**config.mk**
```make
export PLATFORM = sky130hd
export DESIGN_NAME = hs_read_master
export DESIGN_NICKNAME = d
export VERILOG_FILES = /design/src/rtl/hsr_pkg.sv /design/src/rtl/hsr_sync.sv /design/src/rtl/hsr_timer.sv /design/src/rtl/hsr_fsm.sv /design/src/rtl/hs_read_master.sv
export SDC_FILE = /design/constraint.sdc
export NUM_CORES = 1
export LEC_CHECK = 0
export ABC_CLOCK_PERIOD_IN_PS = 3900
export BUFFER_PORTS_ARGS = -buffer_cell sky130_fd_sc_hd__buf_2
export CELL_PAD_IN_SITES_DETAIL_PLACEMENT = 0
export CELL_PAD_IN_SITES_GLOBAL_PLACEMENT = 2
export CORE_MARGIN = 8
export CORE_UTILIZATION = 35
export CTS_CLUSTER_SIZE = 14
export DETAILED_ROUTE_END_ITERATION = 6
export GPL_TIMING_DRIVEN = 0
export PLACE_DENSITY = 0.82
export SLEW_MARGIN = 20
export SYNTH_ARGS = -nofsm -noshare
export SYNTH_HDL_FRONTEND = slang
export SYNTH_SLANG_ARGS = --single-unit
```
**constraint.sdc**
```tcl
create_clock -name clk -period 3.9 [get_ports clk]
set_input_delay 0.195 -clock clk [delete_from_list [all_inputs] [get_ports clk]]
set_output_delay 0.195 -clock clk [all_outputs]
set_load 0.05 [all_outputs]
```
**src/rtl/hsr_pkg.sv**
```systemverilog
package hsr_pkg;

  localparam int unsigned IDX_IDLE  = 0;
  localparam int unsigned IDX_REQ   = 1;
  localparam int unsigned IDX_ACKLO = 2;
  localparam int unsigned IDX_DRDY  = 3;
  localparam int unsigned IDX_DACK  = 4;
  localparam int unsigned N_STATES  = 5;

  // one-hot: each bus control line comes straight from one state flop
  typedef enum logic [N_STATES-1:0] {
    ST_IDLE  = 5'b00001,
    ST_REQ   = 5'b00010,
    ST_ACKLO = 5'b00100,
    ST_DRDY  = 5'b01000,
    ST_DACK  = 5'b10000
  } hsr_state_e;

  localparam int unsigned CTRL_ACK  = 0;
  localparam int unsigned CTRL_DRDY = 1;
  localparam int unsigned N_CTRL    = 2;

endpackage

```
**src/rtl/hsr_sync.sv**
```systemverilog
module hsr_sync #(
  parameter int unsigned WIDTH  = 1,
  parameter int unsigned STAGES = 2
) (
  input  logic             clk,
  input  logic             rst_n,
  input  logic [WIDTH-1:0] async_i,
  output logic [WIDTH-1:0] sync_o
);

  logic [WIDTH-1:0] pipe_q [STAGES];

  genvar g;
  generate
    for (g = 0; g < STAGES; g++) begin : g_stage
      if (g == 0) begin : g_first
        always_ff @(posedge clk or negedge rst_n) begin
          if (!rst_n) pipe_q[g] <= '0;
          else        pipe_q[g] <= async_i;
        end
      end else begin : g_rest
        always_ff @(posedge clk or negedge rst_n) begin
          if (!rst_n) pipe_q[g] <= '0;
          else        pipe_q[g] <= pipe_q[g-1];
        end
      end
    end
  endgenerate

  assign sync_o = pipe_q[STAGES-1];

endmodule

```
**src/rtl/hsr_timer.sv**
```systemverilog
module hsr_timer #(
  parameter int unsigned CNT_W = 16
) (
  input  logic             clk,
  input  logic             rst_n,
  input  logic             restart,
  input  logic [CNT_W-1:0] limit,
  output logic             expired
);

  localparam logic [CNT_W-1:0] CNT_MAX = '1;

  logic [CNT_W-1:0] cnt_q;

  always_ff @(posedge clk or negedge rst_n) begin
    if (!rst_n)               cnt_q <= '0;
    else if (restart)         cnt_q <= '0;
    else if (cnt_q != CNT_MAX) cnt_q <= cnt_q + 1'b1;
  end

  assign expired = (limit != '0) && (cnt_q >= limit);

  AST_CNT_FROM_ZERO: assert property (@(posedge clk) disable iff (!rst_n)
    restart |=> (cnt_q == '0)) else $error("counter not cleared");

endmodule

```
**src/rtl/hsr_fsm.sv**
```systemverilog
module hsr_fsm
  import hsr_pkg::*;
#(
  parameter int unsigned BUS_W = 16
) (
  input  logic             clk,
  input  logic             rst_n,
  input  logic             start,
  input  logic [BUS_W-1:0] start_addr,
  input  logic             ack_s,
  input  logic             drdy_s,
  input  logic             expired,
  input  logic [BUS_W-1:0] bus_ad_i,
  output logic             restart,
  output logic             busy,
  output logic             done,
  output logic             err,
  output logic [BUS_W-1:0] rd_data,
  output logic             bus_req_o,
  output logic             bus_ad_oe_o,
  output logic [BUS_W-1:0] bus_ad_o,
  output logic             bus_mack_o
);

  hsr_state_e       st_q, st_d;
  logic             progress;
  logic             abort;
  logic [BUS_W-1:0] addr_q;
  logic [BUS_W-1:0] data_q;
  logic             done_q;
  logic             err_q;

  always_comb begin
    progress = 1'b0;
    st_d     = st_q;
    unique case (st_q)
      ST_IDLE:  if (start) st_d = ST_REQ;
      ST_REQ: begin
        progress = ack_s;
        if (ack_s) st_d = ST_ACKLO;
      end
      ST_ACKLO: begin
        progress = !ack_s;
        if (!ack_s) st_d = ST_DRDY;
      end
      ST_DRDY: begin
        progress = drdy_s;
        if (drdy_s) st_d = ST_DACK;
      end
      ST_DACK: begin
        progress = !drdy_s;
        if (!drdy_s) st_d = ST_IDLE;
      end
      default: st_d = ST_IDLE;
    endcase
    abort = (st_q != ST_IDLE) && !progress && expired;
    if (abort) st_d = ST_IDLE;
  end

  assign restart = (st_d != st_q) || (st_q == ST_IDLE);

  always_ff @(posedge clk or negedge rst_n) begin
    if (!rst_n) begin
      st_q   <= ST_IDLE;
      addr_q <= '0;
      data_q <= '0;
      done_q <= 1'b0;
      err_q  <= 1'b0;
    end else begin
      st_q   <= st_d;
      done_q <= (st_q == ST_DACK) && !drdy_s;
      err_q  <= abort;
      if ((st_q == ST_IDLE) && start) addr_q <= start_addr;
      if ((st_q == ST_DRDY) && drdy_s) data_q <= bus_ad_i;
    end
  end

  assign bus_req_o   = st_q[IDX_REQ];
  assign bus_ad_oe_o = st_q[IDX_REQ];
  assign bus_mack_o  = st_q[IDX_DACK];
  assign bus_ad_o    = addr_q;
  assign busy        = !st_q[IDX_IDLE];
  assign done        = done_q;
  assign err         = err_q;
  assign rd_data     = data_q;

  AST_OE_ONLY_REQ: assert property (@(posedge clk) disable iff (!rst_n)
    bus_ad_oe_o |-> (bus_req_o && !bus_mack_o)) else $error("oe outside request");

  AST_REQ_DROP_ON_ACK: assert property (@(posedge clk) disable iff (!rst_n)
    $fell(bus_req_o) |-> ($past(ack_s) || err_q)) else $error("request dropped early");

  AST_MACK_DROP_ON_DRDY: assert property (@(posedge clk) disable iff (!rst_n)
    $fell(bus_mack_o) |-> (!$past(drdy_s) || err_q)) else $error("mack dropped early");

  AST_DONE_PULSE: assert property (@(posedge clk) disable iff (!rst_n)
    done_q |=> !done_q) else $error("done longer than a cycle");

  AST_ERR_RELEASES_BUS: assert property (@(posedge clk) disable iff (!rst_n)
    err_q |-> (!busy && !bus_req_o && !bus_mack_o && !done_q)) else $error("bus held after timeout");

  AST_BUSY_START_IGNORED: assert property (@(posedge clk) disable iff (!rst_n)
    (busy && start) |=> $stable(addr_q)) else $error("address changed while busy");

  AST_ONE_STATE: assert property (@(posedge clk) disable iff (!rst_n)
    $onehot(st_q)) else $error("state not one-hot");

endmodule

```
**src/rtl/hs_read_master.sv**
```systemverilog
module hs_read_master
  import hsr_pkg::*;
#(
  parameter int unsigned BUS_W       = 16,
  parameter int unsigned TMO_W       = 16,
  parameter int unsigned SYNC_STAGES = 2
) (
  input  logic             clk,
  input  logic             rst_n,
  input  logic             start,
  input  logic [BUS_W-1:0] start_addr,
  input  logic [TMO_W-1:0] tmo_limit,
  output logic             busy,
  output logic             done,
  output logic [BUS_W-1:0] rd_data,
  output logic             err_timeout,
  output logic             bus_req_o,
  output logic             bus_ad_oe_o,
  output logic [BUS_W-1:0] bus_ad_o,
  input  logic [BUS_W-1:0] bus_ad_i,
  input  logic             bus_sack_i,
  input  logic             bus_drdy_i,
  output logic             bus_mack_o
);

  logic [N_CTRL-1:0] ctrl_raw;
  logic [N_CTRL-1:0] ctrl_sync;
  logic              restart;
  logic              expired;

  assign ctrl_raw[CTRL_ACK]  = bus_sack_i;
  assign ctrl_raw[CTRL_DRDY] = bus_drdy_i;

  hsr_sync #(.WIDTH(N_CTRL), .STAGES(SYNC_STAGES)) u_sync (
    .clk     (clk),
    .rst_n   (rst_n),
    .async_i (ctrl_raw),
    .sync_o  (ctrl_sync)
  );

  hsr_timer #(.CNT_W(TMO_W)) u_timer (
    .clk     (clk),
    .rst_n   (rst_n),
    .restart (restart),
    .limit   (tmo_limit),
    .expired (expired)
  );

  hsr_fsm #(.BUS_W(BUS_W)) u_fsm (
    .clk         (clk),
    .rst_n       (rst_n),
    .start       (start),
    .start_addr  (start_addr),
    .ack_s       (ctrl_sync[CTRL_ACK]),
    .drdy_s      (ctrl_sync[CTRL_DRDY]),
    .expired     (expired),
    .bus_ad_i    (bus_ad_i),
    .restart     (restart),
    .busy        (busy),
    .done        (done),
    .err         (err_timeout),
    .rd_data     (rd_data),
    .bus_req_o   (bus_req_o),
    .bus_ad_oe_o (bus_ad_oe_o),
    .bus_ad_o    (bus_ad_o),
    .bus_mack_o  (bus_mack_o)
  );

endmodule

```
; Word level (Yosys, flattened, before mapping)
; Index checks and enable logic that the tools add are counted.
[totals]
regBits = 59
inputBits = 53
out_inout_bits = 38
wordCells = 41
[op_classes]
add_sub_neg = 1
magnitude_cmp = 1
n_eq_ne = 8
muxes = 10
reduce_logical = 13
[op_table]
columns = op, count
row1 = 16-bit two-way mux, 2
row2 = 5-bit two-way mux, 6
row3 = 5-bit one-hot mux with 5 select lines, 1
row4 = "16-bit by 1-bit adder with 16-bit output, second input constant", 1
row5 = 16-bit greater-or-equal comparator, 1
row6 = "16-bit inequality test, second input constant", 1
row7 = 16-bit nonzero test, 1
row8 = 1-bit logical AND, 6
row9 = "5-bit by 1-bit equality test with 1-bit output, second input constant", 1
row10 = "5-bit by 2-bit equality test with 1-bit output, second input constant", 1
row11 = "5-bit by 3-bit equality test with 1-bit output, second input constant", 1
row12 = "5-bit by 4-bit equality test with 1-bit output, second input constant", 1
row13 = "5-bit equality test, second input constant", 1
row14 = "5-bit by 1-bit inequality test with 1-bit output, second input constant", 1
row15 = 5-bit inequality test, 1
row16 = 1-bit logical NOT, 4
row17 = 1-bit one-hot mux with 4 select lines, 1
row18 = 2-bit nonzero test, 1
row19 = 1-bit logical OR, 1

; Longest topological paths before layout
; Gate-level depths: netlist (run 1).
[depth]
depth_word = 9
ltp_mapped = 8
depth_no_buf = 7

; Modules after synthesis
; A second synthesis (run 1) with hierarchy kept.
[hier_totals]
cells_unflattened = 297
hier_area_um2 = 3179.3
[by_module_without_submodules]
columns = mod, instances, cells_each, area_each_um2, seq_area_each_um2
row1 = hsr_fsm, 1, 143, 1790.5, 977.2
row2 = hsr_timer, 1, 148, 1273.7, 400.4
row3 = hsr_sync, 1, 6, 115.1, 100.1

; Worst setup path after synthesis (run 1)
; OpenSTA, ideal clock, no wires.
[synth_timing]
path_kind = flip-flop to flip-flop
start = register u_timer.cnt_q[11]
end = register u_fsm.st_q[1]
setup_time_ps = 136
t_arrival_ps = 2053
t_required_ps = 3764
setup_slack_ps = 1711
stages_incl_launch_ff = 8
n_path_buf = 1
path_cell_list = dfrtp_1 > ha_1 > and4_1 > o211ai_1 > or4_1 > a41oi_2 > buf_6 > a22oi_1
[synth_between]
elab_chain_cells = 4
[synth_lines]
columns = item, line_no
row1 = start: declaration, hsr_timer.sv:13  ; logic [CNT_W-1:0] cnt_q;
row2 = start signal: assignment, hsr_timer.sv:18  ; else if (cnt_q != CNT_MAX) cnt_q <= cnt_q + 1'b1;
row3 = 16-bit greater-or-equal comparator, hsr_timer.sv:21  ; assign expired = (limit != '0) && (cnt_q >= limit);
row4 = 1-bit logical AND, hsr_timer.sv:21
row5 = 1-bit logical AND, hsr_fsm.sv:56  ; abort = (st_q != ST_IDLE) && !progress && expired;
row6 = 5-bit two-way mux, hsr_fsm.sv:57  ; if (abort) st_d = ST_IDLE;
row7 = via u_fsm.st_d[1], hsr_fsm.sv:25  ; hsr_state_e st_q, st_d;
row8 = end signal: assignment, hsr_fsm.sv:70  ; st_q <= st_d;
row9 = end: declaration, hsr_fsm.sv:25
; The timed path passes the listed nets, and every way through them passes these cells.
; A chain may end at the register's enable or synchronous reset.

; Final worst setup path (run 1)
; Ends and elaborated chain as after synthesis.

==> flow_summary.ini, run 1 <==
[critical_path]
worstPathRequired_ps = 4100
path_class = flop to flop
critical_path_arrival_ps = 2690
crit_path_start_kind = flop
crit_path_max_fanout = 10
cp-end-kind = flop

[timing]
tns_ps = 0
skew_ps = 11.0
period_minus_slack_ps = 2480
fin_ws_ps = 1420
clock.fmax_mhz = 403
worst_slew_pin_slew_ps = 728
setup_viol = 0
final.period_utilization_pct = 63.7
whs_ps = 80.7
slew_violations = 0
hold_viol = 0
rsz0062_at_grt = no
maxSlewHeadroom_pct = 51.5

[placed_design]
portBuffers = 90
dpl_worst_slack_ps = 1470
gp_congestion = 0.814
dp_hpwl_um = 6180

[floorplanning]
initial_core_util_pct = 35.6
fp.coreArea_um2 = 9110
num_io_pins = 91
die_w_um = 112
dieArea_um2 = 12600
die_y_um = 112
rows = 35

[power]
intPower_w = 0.00152
seqPwrFrac_pct = 30.7
p_per_area_nw_per_um2 = 706
p_sw_w = 0.00135
switching_share_pct = 47.0
leakage_nw = 1.94
ir_worst_vdd_mv = 0.471
combPwrFrac_pct = 50.1
p_clk_share_pct = 19.1

[clocking]
cts_buffers = 9
cts_sinks = 59
cts_resized = 0
cts_tree = yes
htree_levels = 3
postCtsSetupBuffers = 0
clk_latency_ps = 340
postCtsHoldBufs = 3
root_buffer = clkbuf_8
ctsLongestPathBuffers = 2
clkTransAtPathRegs_ps = 70

[finish]
final_nets = 465
fin_util_pct = 44.6
mostFrequentLayoutCell = buf_2
drive_gt1_share_pct = 41.8
final_cell_mix = buf_2 (95), dfrtp_1 (58), mux2_2 (32), inv_1 (21), ha_1 (17)
area_growth_pct = 25.2
antenna_cells = 0

[detailed_routing]
vias = 2593
drtIter0Drc = 117
drc = 0
via_per_inst = 5.07
drtAntennaViolNets = 0
drt-total-wl_um = 8090
wl_per_cell_um = 15.8
drtPass1Iterations = 4

[synthesis]
syn_nets = 361
postSynthCellCount = 291
ys_seq_elements = 59
syn_avg_cell_area_um2 = 11.1
async_reset_ff_share_pct = 100
synthesis.area_um2 = 3240
ys_types = 52
synth_edf_count = 0
ys_seq_area_share_pct = 45.6
ys_warn_count = 0
synth-main-ff-cell = dfrtp_1

[global_routing]
grt_pass1_wl_um = 13700
antenna_found_initial = 0
grt_pass1_vias = 2741
grt_start_max_net_pins = 60
overflow = 0
grt_usage_pct = 13.4

[worst_hold_path]
hold_class = input port to flop

[job]
maxCapViolCount = 0

[outcome]
status = finished clean
area by class of cell:
cell class	count	area [um^2]
inverter	21	78.8
timing repair buffer	93	483
multi-input combinational	198	1600
clock buffer	11	141
clock inverter	5	52.6
fill	892	5050
buffer	13	82.6
sequential	59	1480
tap	111	139
synth_stat cells (all sizes together), types with 2 or more instances:
master / number / area share (%)
nand3: 15 / 2.7
and3: 4 / 0.77
clkbuf: 2 / 0.23
a21oi: 8 / 1.4
nand3b: 2 / 0.46
mux2: 32 / 11
nand4: 9 / 1.7
nor4: 6 / 1.2
a31o: 2 / 0.54
o211ai: 3 / 0.69
a21o: 2 / 0.46
buf: 11 / 2.3
or4b: 2 / 0.62
o21ai: 11 / 1.7
dfrtp: 58 / 45
xor2: 10 / 2.7
nor2b: 6 / 1.2
xnor2: 2 / 0.54
inv: 21 / 2.4
and4: 2 / 0.54
a211oi: 17 / 5.5
nor3: 3 / 0.46
o22a: 2 / 0.54
o311ai: 2 / 0.77
nand2: 14 / 1.6
ha: 17 / 6.6
nor2: 11 / 1.3
metal layers:
metal,GRT usage (%),share of wire (%),vias to the layer above,routed length (um)
li1,-,-,1268,-
met1,16.4,45,1221,3670
met2,19.3,42,91,3430
met3,6.60,11,13,865
met4,6.03,1.6,0,129
met5,0,0,-,0
critical path, cell delays in order, from the launching register on:
cell      delay, ps
dfrtp_1         430
ha_1            330
and4_1          250
o211ai_1        100
or4_1           530
a41oi_2         380
buf_6           220
a22oi_1         100
final timing paths:
kind,from,end,slack [ps],cells after the start
setup reg to reg,u_timer.cnt_q[11]$_DFFE_PN0P_,u_fsm.st_q[1]$_DFF_PN0_,1420,7
setup / recovery,u_timer.cnt_q[11]$_DFFE_PN0P_,u_fsm.st_q[1]$_DFF_PN0_,1420,7
min in group asynchronous,rst_n,u_sync.pipe_q[2]$_DFF_PN0_,460,2
max in group asynchronous,rst_n,u_fsm.rd_data[12]$_DFFE_PN0P_,2960,2
hold / removal,bus_ad_i[6],u_fsm.rd_data[6]$_DFFE_PN0P_,80,2
hold reg to reg,u_sync.pipe_q[3]$_DFF_PN0_,u_sync.sync_o[1]$_DFF_PN0_,360,0
flip-flops by register name (all words and copies together) (netlist names):
signal,count
u_fsm.bus_ad_o,16
u_fsm.rd_data,16
u_timer.cnt_q,16
u_fsm.st_q,5
u_sync.pipe_q,2
u_sync.sync_o,2
u_fsm.done,1
u_fsm.err,1
metrics by stage:
stage | std cells | instance area (um^2) | total power [W]
6_report | 511 | 4060 | 0.00286
5_1_grt | 511 | 4060 | 0.00304
4_1_cts | 511 | 4060 | 0.00290
3_5_place_dp | 492 | 3830 | 0.00234
3_3_place_gp | 492 | 3830 | 0.00232
2_1_floorplan | 291 | 3240 | 0.00199
cells by family (layout without fill, tap and decap cells):
kind of cell / count (synthesis) / after routing / share of synthesized area (%)
buffers and inverters: 34 / 143 / 4.98
adders and majority gates: 17 / 17 / 6.56
DFF: 59 / 59 / 45.6
xor gates and xnor gates: 12 / 12 / 3.24
AOI/OAI and AO/OA: 56 / 56 / 14.2
muxes: 33 / 33 / 11.4
and+or+nand+nor: 80 / 80 / 14.0
power groups by stage:
stage	sequential, W	combinational [W]	clock, W
finish	0.000880	0.00144	0.000548
global placement	0.000883	0.00144	0
global route	0.000906	0.00153	0.000599
detailed placement	0.000887	0.00145	0
floorplan	0.00141	0.000583	0
CTS	0.000882	0.00145	0.000568
Power figures use the tool's default switching activity.
==> run 2: changes to the inputs <==
Settings changed: ABC_CLOCK_PERIOD_IN_PS 3900 to 2560, CORE_UTILIZATION 35 to 33, PLACE_DENSITY 0.82 to 0.78.
Clock period 3.9 ns to 2.56 ns, I/O delays scaled along.
==> run 2 against run 1 <==
Against the previous run:
- sequential cell count is the same
- critical path depth is the same
- total power grew 59%
- first-iteration DRC count shrank 32%
- combinational power grew 52%
- non-clock buffer count is the same
- wire length grew 0.21%
- die area grew 5.2%
- clock-buffer cell count grew 2
- largest power group unchanged
- highest routed layer unchanged
==> flow_summary.ini, run 2 (synthesized netlist as in run 1, its figures left out) <==
[critical_path]
r2r_slack_ps = 190
critical_path_arrival_ps = 2550
crit_path_start_kind = flop
slowest_delay_ps = 560
crit_chain = ha_1 -> and4_1 -> o211ai_1 -> or4_1 -> a41oi_4 -> buf_6 -> a22oi_1
worstPathRequired_ps = 2750
path_class = flop to flop
r2r_end = u_fsm.st_q[1]$_DFF_PN0_
slowest_stage = or4_1
ff2ff_path_depth = 7
crit_buf_inv = 1
crit_path_max_fanout = 10
critPathTopFamily = simple AND/OR/NAND/NOR gates
regToRegStartpoint = u_timer.cnt_q[11]$_DFFE_PN0P_
cp-end-kind = flop

[placed_design]
dpl_worst_slack_ps = 96.3
gp_congestion = 0.790
dpl-instance-area_um2 = 3860
dp_hpwl_um = 6250
portBuffers = 90

[detailed_routing]
drtAntennaViolNets = 0
wl_met3_um = 842
top_layer_used = met4
drtIter0Drc = 79
via_per_inst = 4.86
met1Wirelength_um = 3670
met2WireLength_um = 3540
drt-total-wl_um = 8110
wl_per_cell_um = 15.2
vias = 2589
drtPass1Iterations = 4
drc = 0

[timing]
maxSlewHeadroom_pct = 51.5
clock.fmax_mhz = 422
setup_viol = 0
period_minus_slack_ps = 2370
fin_ws_ps = 192
worst_slew_pin_slew_ps = 728
hold_viol = 0
rsz0062_at_grt = no
skew_ps = 6.06
slew_violations = 0
final.period_utilization_pct = 92.5
tns_ps = 0

[power]
ir_worst_vdd_mv = 0.861
p_per_area_nw_per_um2 = 1100
power.total_w = 0.00454
leakage_nw = 1.97

[finish]
final_nets = 465
fin_util_pct = 43.1
mostFrequentLayoutCell = buf_2
area_growth_pct = 28.0
antenna_cells = 0
drive_gt1_share_pct = 42.0
final_cell_mix = buf_2 (95), dfrtp_1 (58), mux2_2 (32), inv_1 (21), ha_1 (17)
final_area_um2 = 4150
fillers = 975

[floorplanning]
rows = 36
fp.coreArea_um2 = 9640
die_y_um = 115
num_io_pins = 91
dieArea_um2 = 13300
initial_core_util_pct = 33.6
die_w_um = 115

[global_routing]
grt_pass1_wl_um = 13400
grt_pass1_vias = 2767
overflow = 0
grt_usage_pct = 12.6
antenna_found_initial = 0
grt_start_max_net_pins = 60

[clocking]
clk_latency_ps = 320
cts_sinks = 59
root_buffer = clkbuf_8
cts_buffers = 9
clkTransAtPathRegs_ps = 60
htree_levels = 3
ctsLongestPathBuffers = 2
cts_tree = yes

[job]
maxCapViolCount = 0

[worst_hold_path]
hold_class = input port to flop
holdPathEnd = u_fsm.rd_data[9]$_DFFE_PN0P_
min_delay_path_depth = 2
min_from = bus_ad_i[9]

[outcome]
status = finished clean
-- run 2: cell count changes in the layout (fill, tap and decap cells not counted), sizes merged --
cell	delta
bufinv	+1
clkbuf	+2
clkinv	-3
-- run 2: cell type report --
| cell class | count | area [um^2] | share of cell area [%] |
|---|---|---|---|
| flip-flops and latches | 59 | 1480 | 35.6 |
| inverters | 21 | 78.8 | 1.90 |
| multi-input cells | 198 | 1620 | 38.9 |
| repair buffers | 93 | 483 | 11.6 |
| clock inverters | 3 | 67.6 | 1.63 |
| plain buffers | 13 | 82.6 | 1.99 |
| clock buffers | 13 | 179 | 4.31 |
| well taps | 133 | 166 | 4.01 |
-- run 2: per-layer routing --
| metal | vias to the layer above | track usage [%] |
|---|---|---|
| met5 | - | 0 |
| met4 | 0 | 4.73 |
| met3 | 7 | 5.51 |
| met2 | 82 | 18.9 |
| met1 | 1225 | 15.7 |
| li1 | 1275 | - |
-- run 2: stage by stage --
stage | cells | hold slack (ps)
2_1_floorplan | 291 | -168
3_3_place_gp | 514 | 237
3_5_place_dp | 514 | 237
4_1_cts | 533 | 10.1
5_1_grt | 533 | 14.1
6_report | 533 | 30.8
-- run 2: timing repair --
item	CTS	global route
setup endpoints to repair	0	16
setup buffers	0	0
gates resized for setup	0	1
hold buffers	3	0
endpoints found under the hold margin	60	0
-- run 2: worst max-delay path by stage --
stage | from | slack [ps] | cells after the start | endpoint
after floorplan | u_timer.cnt_q[11]$_DFFE_PN0P_ | 370 | 7 | u_fsm.st_q[1]$_DFF_PN0_
after global placement | u_timer.cnt_q[11]$_DFFE_PN0P_ | 110 | 7 | u_fsm.st_q[1]$_DFF_PN0_
after detailed placement | u_timer.cnt_q[11]$_DFFE_PN0P_ | 100 | 7 | u_fsm.st_q[1]$_DFF_PN0_
after CTS | u_timer.cnt_q[11]$_DFFE_PN0P_ | 80 | 7 | u_fsm.st_q[1]$_DFF_PN0_
after global routing | u_timer.cnt_q[11]$_DFFE_PN0P_ | 40 | 7 | u_fsm.st_q[1]$_DFF_PN0_
final | u_timer.cnt_q[11]$_DFFE_PN0P_ | 190 | 7 | u_fsm.st_q[1]$_DFF_PN0_
-- run 2: report_power, final --
group	internal, W	total [W]	switching [W]
Sequential	0.00120	0.00134	0.000149
Combinational	0.000644	0.00219	0.00155
Clock	0.000655	0.00101	0.000352
